==> src/rtl/dt_pkg.sv <==
package dt_pkg;
  // Strobes from a pair's control to its datapath
  typedef struct packed {
    logic blank;  // force both outputs inactive
    logic drive;  // present the current source level on the outputs
  } dtStrobe_t;
endpackage

==> src/rtl/dt_pair_datapath.sv <==
module dt_pair_datapath
  import dt_pkg::*;
(
  input  logic      clk,
  input  logic      rst,
  input  logic      pwmIn,
  input  logic      swSel,
  input  logic      swVal,
  input  dtStrobe_t strobe,
  output logic      srcChanged,
  output logic      topOut,
  output logic      botOut
);
  logic srcLevel;
  logic srcPrev;

  // Output-control selector ahead of the deadtime logic
  assign srcLevel   = swSel ? swVal : pwmIn;
  assign srcChanged = srcLevel != srcPrev;

  always_ff @(posedge clk) begin
    if (rst) srcPrev <= 1'b0;
    else     srcPrev <= srcLevel;
  end

  always_ff @(posedge clk) begin
    if (rst) begin
      topOut <= 1'b0;
      botOut <= 1'b0;
    end else if (strobe.blank) begin
      topOut <= 1'b0;
      botOut <= 1'b0;
    end else if (strobe.drive) begin
      topOut <= srcLevel;
      botOut <= ~srcLevel;
    end
  end
endmodule

==> src/rtl/dt_pair_ctrl.sv <==
module dt_pair_ctrl
  import dt_pkg::*;
#(
  parameter int DT_WIDTH = 8
) (
  input  logic                clk,
  input  logic                rst,
  input  logic                srcChanged,
  input  logic [DT_WIDTH-1:0] dtValue,
  output dtStrobe_t           strobe
);
  localparam logic [DT_WIDTH-1:0] CNT_ONE  = DT_WIDTH'(1);
  localparam logic [DT_WIDTH-1:0] CNT_ZERO = '0;

  logic [DT_WIDTH-1:0] remaining;
  logic                primed;
  logic                startEvt;

  // Before the first post-reset edge, behave as if the source just changed
  assign startEvt = srcChanged | ~primed;

  always_comb begin
    strobe.blank = startEvt && (dtValue != CNT_ZERO);
    strobe.drive = (startEvt && (dtValue == CNT_ZERO)) ||
                   (!startEvt && (remaining == CNT_ONE));
  end

  always_ff @(posedge clk) begin
    if (rst) begin
      remaining <= CNT_ZERO;
      primed    <= 1'b0;
    end else begin
      primed <= 1'b1;
      if (startEvt)                   remaining <= dtValue;
      else if (remaining != CNT_ZERO) remaining <= remaining - CNT_ONE;
    end
  end
endmodule

==> src/rtl/deadtime_inserter.sv <==
module deadtime_inserter
  import dt_pkg::*;
#(
  parameter int NUM_PAIRS = 3,
  parameter int DT_WIDTH  = 8
) (
  input  logic                 clk,
  input  logic                 rst,
  input  logic [DT_WIDTH-1:0]  dtValue,
  input  logic [NUM_PAIRS-1:0] swSel,
  input  logic [NUM_PAIRS-1:0] swVal,
  input  logic [NUM_PAIRS-1:0] pwmIn,
  output logic [NUM_PAIRS-1:0] topOut,
  output logic [NUM_PAIRS-1:0] botOut
);
  for (genvar i = 0; i < NUM_PAIRS; i++) begin : gPair
    dtStrobe_t strobe;
    logic      srcChanged;

    dt_pair_ctrl #(.DT_WIDTH(DT_WIDTH)) uCtrl (
      .clk       (clk),
      .rst       (rst),
      .srcChanged(srcChanged),
      .dtValue   (dtValue),
      .strobe    (strobe)
    );

    dt_pair_datapath uData (
      .clk       (clk),
      .rst       (rst),
      .pwmIn     (pwmIn[i]),
      .swSel     (swSel[i]),
      .swVal     (swVal[i]),
      .strobe    (strobe),
      .srcChanged(srcChanged),
      .topOut    (topOut[i]),
      .botOut    (botOut[i])
    );
  end
endmodule

==> config.mk <==
export PLATFORM = sky130hd
export DESIGN_NAME = deadtime_inserter
export DESIGN_NICKNAME = d
export VERILOG_FILES = /design/src/rtl/dt_pkg.sv /design/src/rtl/dt_pair_datapath.sv /design/src/rtl/dt_pair_ctrl.sv /design/src/rtl/deadtime_inserter.sv
export SDC_FILE = /design/constraint.sdc
export NUM_CORES = 1
export LEC_CHECK = 0
export CAP_MARGIN = 30
export CORE_MARGIN = 10
export CORE_UTILIZATION = 48
export CTS_BUF_LIST = sky130_fd_sc_hd__clkbuf_8
export CTS_CLUSTER_SIZE = 28
export DETAILED_ROUTE_END_ITERATION = 12
export DONT_BUFFER_PORTS = 1
export PLACE_DENSITY = 0.67
export SETUP_SLACK_MARGIN = 0.02
export SYNTH_ARGS = -nofsm -noshare
export SYNTH_HDL_FRONTEND = slang
export SYNTH_SLANG_ARGS = --single-unit
==> constraint.sdc <==
create_clock -name clk -period 3.5 [get_ports clk]
set_input_delay 0.7 -clock clk [delete_from_list [all_inputs] [get_ports clk]]
set_output_delay 0.7 -clock clk [all_outputs]
set_load 0.01 [all_outputs]
==> flow_summary.yaml <==
logic_synthesis:
  synth_cells: 224
  yosys_most_used_dff: "dfxtp_1"
  yosysMostFrequentCell: "dfxtp_1"
  synth.distinct_cells: 45
  ys_ff_latch: 34
  synth_area_leaders: "dfxtp_1, ha_1, nand3_1, xor2_1, nand2_1"
  yosysSeqAreaShare_pct: 34.6
  yosys.area.top_type_share_pct: 34.6
  syn_nets: 252
  synthTopCellsByCount: "dfxtp_1, nand2_1, nand3_1"
  ys_async_sr_fraction_pct: 0
  synth_top_area_cell: "dfxtp_1"
  syn_area_mm2: 0.00197
  yosysWarnings: 0
  synth_edf_count: 0
  synth.avg_cell_area_um2: 8.78
routing:
  drtIter0Drc: 68
  ant_nets: 0
  dr.pass1.iters: 4
  totalWireLength_um: 4160
  vias: 1537
  drc: 0
  vias_per_cell: 5.71
  avgRoutedWirePerCell_um: 15.5
setup_path:
  worstPathMaxFanout: 19
  cp-end-kind: "flop"
  cpPeakStageDelay_ns: 0.78
  cp.required_ns: 3.70
  path_cells: "mux2i_1 -> mux2i_2 -> nand3_1 -> o22ai_1"
  critPathSlowestCell: "mux2i_2"
  arrival_ns: 2.27
  crit_family: "multiplexers"
  critPathBufInv: 0
  cp-start-kind: "input port"
  critPathKind: "input port to flop"
clocking:
  cts_root_buf: "clkbuf_8"
  numCtsBuffers: 5
  cts_resized: 0
  clkSlewWorstSetupHoldPaths_ns: 0.07
  cts_max_path_buffers: 2
  cts-htree-levels: 2
  cts_tree: "done"
  insertion_delay_ns: 0.28
  holdBufCountCts: 0
  post_cts_buffers: 0
  cts_sinks: 34
timing:
  fmax_ghz: 0.485
  worst_slack_ns: 1.44
  skew_ns: 0.00364
  whs_ns: 0.481
  setup_viol: 0
  rsz0062_at_grt: "false"
  timing.setup.tns_ns: 0
  maxSlewViolCount: 0
  min_period_ns: 2.06
  tightest_slew_ns: 0.846
  slew_headroom_pct: 42.5
  finalCritPeriodShare_pct: 58.9
  hold_violations: 0
place:
  place_area_mm2: 0.00194
  place_hpwl_um: 3170
  placed_cells: 262
  post-place-ws_ns: 1.14
  io_buffers: 0
  place.gp.congestion: 0.799
floorplanning:
  dieWidth_um: 84.0
  die-area_mm2: 0.00705
  start_util_pct: 49.5
  io_pins: 25
  die_h_um: 84.0
  core-area_mm2: 0.00397
  rows: 23
layout:
  synthToLayoutAreaGrowth_pct: 2.80
  seqCellArea_um2: 681
  fillers: 388
  fin_nets: 247
  design_area_mm2: 0.00202
  final_util_pct: 50.9
  instances_no_fill: 269
  drive_above_1_share_pct: 8.68
  multiInputGateArea_mm2: 0.00117
  n_antenna_cell: 0
pwr:
  p_leak_nw: 0.765
  finalPower_mw: 0.948
  power_density_mw_per_mm2: 469
  vdd.ir_drop.worst_mv: 0.270
global_route:
  overflow: 0
  grt_pass1_wl_um: 7040
  grt_max_degree: 20
  grt_pass1_vias: 1457
  grtUsageTotal_pct: 11.9
  antenna_found_initial: 0
run_status:
  status: "completed"
min_path:
  hold_path_class: "input port to flop"
flow_run:
  cap_violations: 0
==> registers in the layout, indices dropped and copies added, names as in the netlist <==
| register | flops |
|---|---|
| gPair.uCtrl.primed | 1 |
| gPair.uCtrl.remaining | 24 |
| gPair.uData.srcPrev | 3 |
| gPair.uData.botOut | 3 |
| gPair.uData.topOut | 3 |
==> final cells by class <==
type	instances	share of cell area, %
well taps	50	3.10
inverters	8	1.49
clock inverters	2	0.372
flip-flops and latches	34	33.7
multi-input cells	170	58.0
clock buffers	5	3.41
==> placed cells by master (no fill, tap or decap), drive strengths merged, types with 2 or more instances in the layout <==
cell type,count
xnor2,6
nor2,14
a31oi,4
a21oi,10
nor4,2
nand2b,6
ha,9
nand3,21
nor3,4
clkbuf,5
or4,3
mux2i,7
o22ai,12
nand2,25
or3,2
nand3b,2
nand4b,3
nand4,5
and3,2
mux2,5
dfxtp,34
xor2,11
inv,9
nor3b,3
o21ai,3
==> layer usage <==
layer	track usage, %	up-vias	part of all wire [%]
met5	0	-	0
met3	4.39	8	6.7
met1	14.5	713	47
li1	-	790	-
met2	18.1	26	45
met4	5.48	0	1.7
==> final timing paths <==
check	slack (ns)	start	end	cells past startpoint
max	1.44	swSel[1]	gPair[1].uCtrl.remaining[5]	4
min	0.48	rst	gPair[2].uCtrl.remaining[3]	1
max reg2reg	1.73	gPair[1].uCtrl.primed	gPair[1].uCtrl.remaining[5]	4
min reg2reg	0.50	gPair[1].uCtrl.remaining[7]	gPair[1].uCtrl.remaining[7]	2
==> cells by family after synthesis <==
kind of cell	after synthesis	share of synthesized area [%]
fa+ha+maj	9	5.73
simple gates	95	27.1
mux	12	7.45
buf+inv	20	5.79
compound gates	37	11.7
flops	34	34.6
xor+xnor	17	7.57
==> worst register-to-register path, delay by kind of cell, from the launching register on <==
kind	cells	cell delay (ns)
compound gates	1	0.20
flops	1	0.47
mux	1	0.69
simple gates	2	0.34
==> report_power, final <==
| group | switching, mW | internal (mW) |
|---|---|---|
| combinational | 0.122 | 0.106 |
| clock | 0.132 | 0.131 |
| sequential | 0.0370 | 0.421 |
| total | 0.291 | 0.657 |
Power figures use the tool's default switching activity.
